## config.mk

```make
export PLATFORM = sky130hd
export DESIGN_NAME = spi_sclk_gen
export DESIGN_NICKNAME = d
export VERILOG_FILES = /design/src/rtl/spi_sclk_pkg.sv /design/src/rtl/spi_sclk_cfg_decode.sv /design/src/rtl/spi_sclk_edge_timer.sv /design/src/rtl/spi_sclk_phase_gen.sv /design/src/rtl/spi_sclk_select_drv.sv /design/src/rtl/spi_sclk_gen.sv
export SDC_FILE = /design/constraint.sdc
export NUM_CORES = 1
export LEC_CHECK = 0
export BUFFER_PORTS_ARGS = -buffer_cell sky130_fd_sc_hd__buf_2
export CAP_MARGIN = 10
export CORE_UTILIZATION = 53
export CTS_CLUSTER_DIAMETER = 30
export DETAILED_ROUTE_END_ITERATION = 16
export GPL_TIMING_DRIVEN = 0
export PLACE_DENSITY_LB_ADDON = 0.05
export SKIP_LAST_GASP = 1
export SLEW_MARGIN = 15
export SYNTH_ARGS = -nofsm -noshare
export SYNTH_HDL_FRONTEND = slang
export SYNTH_SLANG_ARGS = --single-unit
```

## constraint.sdc

```tcl
create_clock -name clk -period 2.8 [get_ports clk]
set_clock_uncertainty 0.05 [all_clocks]
set_input_delay 0.28 -clock clk [delete_from_list [all_inputs] [get_ports clk]]
set_output_delay 0.28 -clock clk [all_outputs]
set_load 0.05 [all_outputs]
```

## src/rtl/spi_sclk_pkg.sv

```systemverilog
package spi_sclk_pkg;
  localparam int CFG_W       = 16;
  localparam int MASTER_BIT  = 0;
  localparam int POL_BIT     = 1;
  localparam int PHA_BIT     = 2;
  localparam int DIV_LSB     = 3;
  localparam int SEL_LSB     = 10;
  localparam int MANUAL_BIT  = 14;
  localparam int DEF_DIV_W   = 3;
  localparam int DEF_SEL_W   = 4;
  localparam int DEF_WORD    = 8;
endpackage

```

## src/rtl/spi_sclk_cfg_decode.sv

```systemverilog
module spi_sclk_cfg_decode
  import spi_sclk_pkg::*;
#(
  parameter int DIV_W = DEF_DIV_W,
  parameter int SEL_W = DEF_SEL_W
) (
  input  logic             ctrl_en,
  input  logic [CFG_W-1:0] cfg_word,
  output logic             run_ok,
  output logic             pol,
  output logic             pha,
  output logic [DIV_W-1:0] div_code,
  output logic [SEL_W-1:0] sel_field,
  output logic             manual_sel
);
  always_comb begin
    run_ok     = ctrl_en & cfg_word[MASTER_BIT];
    pol        = cfg_word[POL_BIT];
    pha        = cfg_word[PHA_BIT];
    div_code   = cfg_word[DIV_LSB +: DIV_W];
    sel_field  = cfg_word[SEL_LSB +: SEL_W];
    manual_sel = cfg_word[MANUAL_BIT];
  end
endmodule

```

## src/rtl/spi_sclk_edge_timer.sv

```systemverilog
module spi_sclk_edge_timer #(
  parameter int DIV_W     = 3,
  parameter int WORD_BITS = 8
) (
  input  logic                clk,
  input  logic                rst,
  input  logic                go,
  input  logic                abort,
  input  logic [DIV_W-1:0]    div_code,
  output logic                busy,
  output logic                edge_fire,
  output logic                edge_odd,
  output logic                last_edge
);
  localparam int CNT_W  = (1 << DIV_W) - 1;
  localparam int EDGES  = 2 * WORD_BITS;
  localparam int EDGE_W = $clog2(EDGES);
  localparam logic [EDGE_W-1:0] LAST_IDX = EDGE_W'(EDGES - 1);

  logic [DIV_W-1:0]  div_hold;
  logic [CNT_W-1:0]  half_cnt;
  logic [EDGE_W-1:0] edge_idx;

  function automatic logic [CNT_W-1:0] half_reload(input logic [DIV_W-1:0] d);
    logic [CNT_W:0] span;
    span = (CNT_W+1)'(1) << d;
    return CNT_W'(span - 1'b1);
  endfunction

  always_comb begin
    edge_fire = busy && (half_cnt == '0);
    edge_odd  = edge_idx[0];
    last_edge = edge_fire && (edge_idx == LAST_IDX);
  end

  always_ff @(posedge clk) begin
    if (rst) begin
      busy     <= 1'b0;
      div_hold <= '0;
      half_cnt <= '0;
      edge_idx <= '0;
    end else if (go) begin
      busy     <= 1'b1;
      div_hold <= div_code;
      half_cnt <= half_reload(div_code);
      edge_idx <= '0;
    end else if (busy) begin
      if (abort) begin
        busy <= 1'b0;
      end else if (edge_fire) begin
        if (last_edge) begin
          busy <= 1'b0;
        end else begin
          edge_idx <= edge_idx + 1'b1;
          half_cnt <= half_reload(div_hold);
        end
      end else begin
        half_cnt <= half_cnt - 1'b1;
      end
    end
  end
endmodule

```

## src/rtl/spi_sclk_phase_gen.sv

```systemverilog
module spi_sclk_phase_gen (
  input  logic clk,
  input  logic rst,
  input  logic go,
  input  logic abort,
  input  logic busy,
  input  logic idle_pol,
  input  logic pha_in,
  input  logic edge_fire,
  input  logic edge_odd,
  input  logic last_edge,
  output logic sclk,
  output logic launch,
  output logic capture,
  output logic done
);
  logic pha_hold;

  always_ff @(posedge clk) begin
    if (rst) begin
      sclk     <= idle_pol;
      launch   <= 1'b0;
      capture  <= 1'b0;
      done     <= 1'b0;
      pha_hold <= 1'b0;
    end else begin
      launch  <= 1'b0;
      capture <= 1'b0;
      done    <= 1'b0;
      if (go) begin
        pha_hold <= pha_in;
        sclk     <= idle_pol;
        launch   <= ~pha_in;
      end else if (busy && !abort) begin
        if (edge_fire) begin
          sclk    <= ~sclk;
          capture <= (edge_odd == pha_hold);
          launch  <= (edge_odd != pha_hold) && !last_edge;
          done    <= last_edge;
        end
      end else begin
        sclk <= idle_pol;
      end
    end
  end
endmodule

```

## src/rtl/spi_sclk_select_drv.sv

```systemverilog
module spi_sclk_select_drv #(
  parameter int SEL_W = 4
) (
  input  logic             clk,
  input  logic             rst,
  input  logic             run_ok,
  input  logic             manual_sel,
  input  logic             hold,
  input  logic [SEL_W-1:0] sel_field,
  output logic [SEL_W-1:0] ss_n
);
  always_ff @(posedge clk) begin
    if (rst) begin
      ss_n <= '1;
    end else if (!run_ok) begin
      ss_n <= '1;
    end else if (manual_sel || hold) begin
      ss_n <= sel_field;
    end else begin
      ss_n <= '1;
    end
  end
endmodule

```

## src/rtl/spi_sclk_gen.sv

```systemverilog
module spi_sclk_gen
  import spi_sclk_pkg::*;
#(
  parameter int DIV_W     = DEF_DIV_W,
  parameter int SEL_W     = DEF_SEL_W,
  parameter int WORD_BITS = DEF_WORD
) (
  input  logic             clk,
  input  logic             rst,
  input  logic             ctrl_en,
  input  logic [CFG_W-1:0] cfg_word,
  input  logic             start,
  output logic             sclk,
  output logic             launch,
  output logic             capture,
  output logic             busy,
  output logic             done,
  output logic [SEL_W-1:0] ss_n
);
  logic             run_ok;
  logic             pol;
  logic             pha;
  logic [DIV_W-1:0] div_code;
  logic [SEL_W-1:0] sel_field;
  logic             manual_sel;
  logic             go;
  logic             abort;
  logic             edge_fire;
  logic             edge_odd;
  logic             last_edge;
  logic             sel_hold;

  spi_sclk_cfg_decode #(.DIV_W(DIV_W), .SEL_W(SEL_W)) u_decode (
    .ctrl_en    (ctrl_en),
    .cfg_word   (cfg_word),
    .run_ok     (run_ok),
    .pol        (pol),
    .pha        (pha),
    .div_code   (div_code),
    .sel_field  (sel_field),
    .manual_sel (manual_sel)
  );

  always_comb begin
    go       = start && run_ok && !busy;
    abort    = busy && !run_ok;
    sel_hold = go || (busy && !abort && !last_edge);
  end

  spi_sclk_edge_timer #(.DIV_W(DIV_W), .WORD_BITS(WORD_BITS)) u_timer (
    .clk       (clk),
    .rst       (rst),
    .go        (go),
    .abort     (abort),
    .div_code  (div_code),
    .busy      (busy),
    .edge_fire (edge_fire),
    .edge_odd  (edge_odd),
    .last_edge (last_edge)
  );

  spi_sclk_phase_gen u_phase (
    .clk       (clk),
    .rst       (rst),
    .go        (go),
    .abort     (abort),
    .busy      (busy),
    .idle_pol  (pol),
    .pha_in    (pha),
    .edge_fire (edge_fire),
    .edge_odd  (edge_odd),
    .last_edge (last_edge),
    .sclk      (sclk),
    .launch    (launch),
    .capture   (capture),
    .done      (done)
  );

  spi_sclk_select_drv #(.SEL_W(SEL_W)) u_select (
    .clk        (clk),
    .rst        (rst),
    .run_ok     (run_ok),
    .manual_sel (manual_sel),
    .hold       (sel_hold),
    .sel_field  (sel_field),
    .ss_n       (ss_n)
  );
endmodule

```

==> flow_summary.toml <==
[route]
antenna_left = 0
avgRoutedWirePerCell_um = 14.70
detail_route.first_pass.iterations = 4
drc_errors = 0
drt_first_iter_violations = 28
totalWireLength_um = 3131
via_count = 1310
route.detailed.vias_per_inst = 6.150

[clock_network]
h-tree-depth = 1
tritoncts = "done"
cts_buffers = 3
clock_insertion_delay_worst_skew_ps = 320
clk_pin_slew_worst_paths_ps = 130
cts-hold-fix-buffers = 0
clock-sinks = 24
clk_root_buffer_cell = "clkbuf_4"
cts-root-to-sink-buffers = 2

[sta]
rsz0062_at_grt = "false"
timing_max_transition_violations_final = 0
final.period_utilization_pct = 91.02
slew-limit-headroom_pct = 54.56
layout_min_cycle_time_ps = 2549
transition_time_at_the_pin_with_the_least_slew_margin_ps = 676.0
final_hold_viol_count = 0
timing.setup.tns_ps = 0
max_freq_mhz = 392.4
setup-violations-final = 0

[setup_path]
r2r_end = "u_timer.half_cnt[6]$_SDFFE_PP0P_"
cell_at_the_slowest_stage_of_the_critical_path = "dfxtp_1"
worst_setup_path_end_kind = "register"
cp_cell_sequence = "nand4b_1, clkbuf_2, nor4_1, a21oi_1, ha_1, nand4_1, or4_1, o311ai_0"
reg2regPathDepth = 8
critPathLaunch = "u_timer.busy$_SDFF_PP0_"
worst_r2r_startpoint = "u_timer.busy$_SDFF_PP0_"
timing.setup.critical_path_class = "reg -> reg"
worstPathMaxFanout = 10
critPathMaxStageDelay_ps = 560
crit_buf_inv = 1
endpoint = "u_timer.half_cnt[6]$_SDFFE_PP0P_"
startpoint_type = "register"
timing.critical_path.max_delay_family = "simple AND/OR/NAND/NOR gates"
timing.critical_path.required_ps = 2950
critPathArrivalTime_ps = 2700
reg2reg_setup_slack_ps = 250
path_depth = 8

[synthesis]
post_synth_main_area_contributors = "dfxtp_1 34%, nand2_1 5.2%, a21oi_1 4.4%"
netlist_instances = 159
synth_top_area_share_pct = 33.82
synth_largest_area_cell = "dfxtp_1"
synth-edff-count = 1
synth_warnings = 0
postSynthNetCount = 181
synth.avg_cell_area_um2 = 8.562
postSynthRegisterBits = 24
post_synth_instance_area_um2 = 1361
synth.yosys.seq_area_share_pct = 36.03
synth.distinct_cells = 46
yosys_most_used_dff = "dfxtp_1"
async_sr_flop_fraction_pct = 0

[cells_and_area]
areaGrowthSynthToFinish_pct = 14.15
post-route-cell-area_um2 = 1554
num_antenna_cells = 0
drive_above_1_share_pct = 22.40
final_net_count = 206
finalNonFillerCells = 213

[place]
place.port_buffers = 21
dp_hpwl_um = 2302
dp.cells = 210
total_cell_area_at_the_placement_stage_um2 = 1504
place_congestion = 0.8824

[power]
power_leakage_nw = 0.5719
power_per_unit_of_standard_cell_area_nw_per_um2 = 482.2
irDropWorstVdd_uv = 382.9

[global_route]
gr-total-overflow = 0
antenna_violations_before_repair = 0
global_route.usage.met3_pct = 2.609
grtUsageTotal_pct = 24.01
via_count_of_the_first_global_routing_pass = 1068
grt_max_degree = 15
grt_first_pass_wirelength_um = 4926
global_route.usage.met2_pct = 41.35
gr-max-usage-layer = "met2"
groute.layer.met1.usage_pct = 32.29

[die]
ioPinCount = 29
initial_core_util_pct = 55.45
design.core.area_um2 = 2455
chipHeight_um = 52.68
die_width_um = 52.68
floorplan.rows = 18
die_area_um2 = 2775

[min_path]
hp-class = "in -> reg"

[run_status]
outcome = "finished clean"

[run]
timing.max_cap.violations = 0
## worst register-to-register path: cells and delay by family, from the launching register on
| family | cells | cell delay (ps) |
|---|---|---|
| AOI/OAI and AO/OA | 2 | 300 |
| DFF | 1 | 560 |
| and+or+nand+nor | 4 | 1020 |
| adders and majority gates | 1 | 220 |
| buffers and inverters | 1 | 280 |
## cells in the final DEF, fill, tap and decap left out, types with 2 or more instances in the layout
master and instances:
a211oi_1 4, nand3b_1 2, nand2b_1 2, clkbuf_1 7, nand3_1 5, or2_2 4, o211ai_1 4, nor3_1 5
nand4b_1 2, clkbuf_4 3, nand2_1 19, nand4_1 5, dfxtp_1 23, buf_2 21, a21oi_1 12, nor2b_1 2
a31oi_1 3, o21ai_0 4, mux2i_1 5, nor2_1 11, nor3_2 2, inv_1 4, ha_1 2, xor2_1 4
nor3b_1 3
## cells in the mapped netlist (2+ instances only)
library cell and number:
dfxtp_1 23, nand2_1 19, a21oi_1 12, nor2_1 11, clkbuf_1 9, mux2i_1 5, nand3_1 5, nand4_1 5
nor3_1 5, a211oi_1 4, inv_1 4, o211ai_1 4, o21ai_0 4, or2_2 4, xor2_1 4, a31oi_1 3
nor3b_1 3, ha_1 2, nand2b_1 2, nand3b_1 2, nand4b_1 2, nor2b_1 2, nor3_2 2
## where the power goes
group	leakage (nW)	total [W]	switching (W)	internal, W
logic	0.347	0.000130	0.0000786	0.0000514
registers	0.197	0.000369	0.0000144	0.000355
clock network	0.0279	0.000250	0.000105	0.000145
total	0.572	0.000749	0.000198	0.000551
## how the worst min path moves through the flow
stage / from / end / slack (ps) / depth (start not counted)
after floorplan: cfg_word[10] / u_select.ss_n[0]$_SDFF_PP1_ / 340 / 1
after global placement: u_phase.pha_hold$_SDFFE_PP0N_ / u_phase.pha_hold$_SDFFE_PP0N_ / 410 / 2
after detailed placement: cfg_word[11] / u_select.ss_n[1]$_SDFF_PP1_ / 420 / 2
after CTS: cfg_word[10] / u_select.ss_n[0]$_SDFF_PP1_ / 90 / 2
after global routing: cfg_word[11] / u_select.ss_n[1]$_SDFF_PP1_ / 80 / 2
final: cfg_word[10] / u_select.ss_n[0]$_SDFF_PP1_ / 90 / 2
## routing by layer
layer / routed length, um / vias up
li1: - / 633
met1: 1480 / 634
met2: 1470 / 39
met3: 158 / 4
met4: 21 / 0
met5: 0 / -
## final cells by class
type | instances | area [um^2]
fill | 232 | 900.9
multi-input combinational | 121 | 810.8
sequential | 24 | 490.5
timing repair buffer | 21 | 105.1
buffer | 9 | 42.54
tap | 30 | 37.54
clock inverter | 1 | 30.03
clock buffer | 3 | 22.52
inverter | 4 | 15.01
## cell families after synthesis
group                      share of synthesized area (%)
adders and majority gates                          1.838
buffers and inverters                              4.411
xor gates and xnor gates                           3.217
DFF                                                36.03
and+or+nand+nor                                    32.54
muxes                                              3.677
AOI/OAI and AO/OA                                  18.29
## through the flow
stage	hold WS (ps)	setup slack (ps)	total power (W)	utilization [%]
after floorplan	336.6	191.6	0.0004685	-
after CTS	93.72	33.94	0.0007515	63.40
after global routing	84.14	107.3	0.0007803	63.30
after global placement	405.7	134.1	0.0005011	61.26
after detailed placement	419.4	70.18	0.0005046	61.26
final	89.98	251.4	0.0007493	63.30
## flip-flops by register name, indices dropped and copies added (netlist names)
name and flops:
u_timer.half_cnt 7, u_phase.done 1, u_phase.capture 1, u_phase.pha_hold 1, u_timer.edge_idx 4, u_timer.busy 1
u_timer.div_hold 3, u_phase.launch 1, u_select.ss_n 4, u_phase.sclk 1
## what timing repair did
| action | CTS | global route |
|---|---|---|
| setup endpoints to repair | 0 | 1 |
| buffers inserted | 0 | 0 |
| hold endpoints to repair | 0 | 0 |
| gates resized for setup | 0 | 2 |
(Power assumes the default switching activity.)
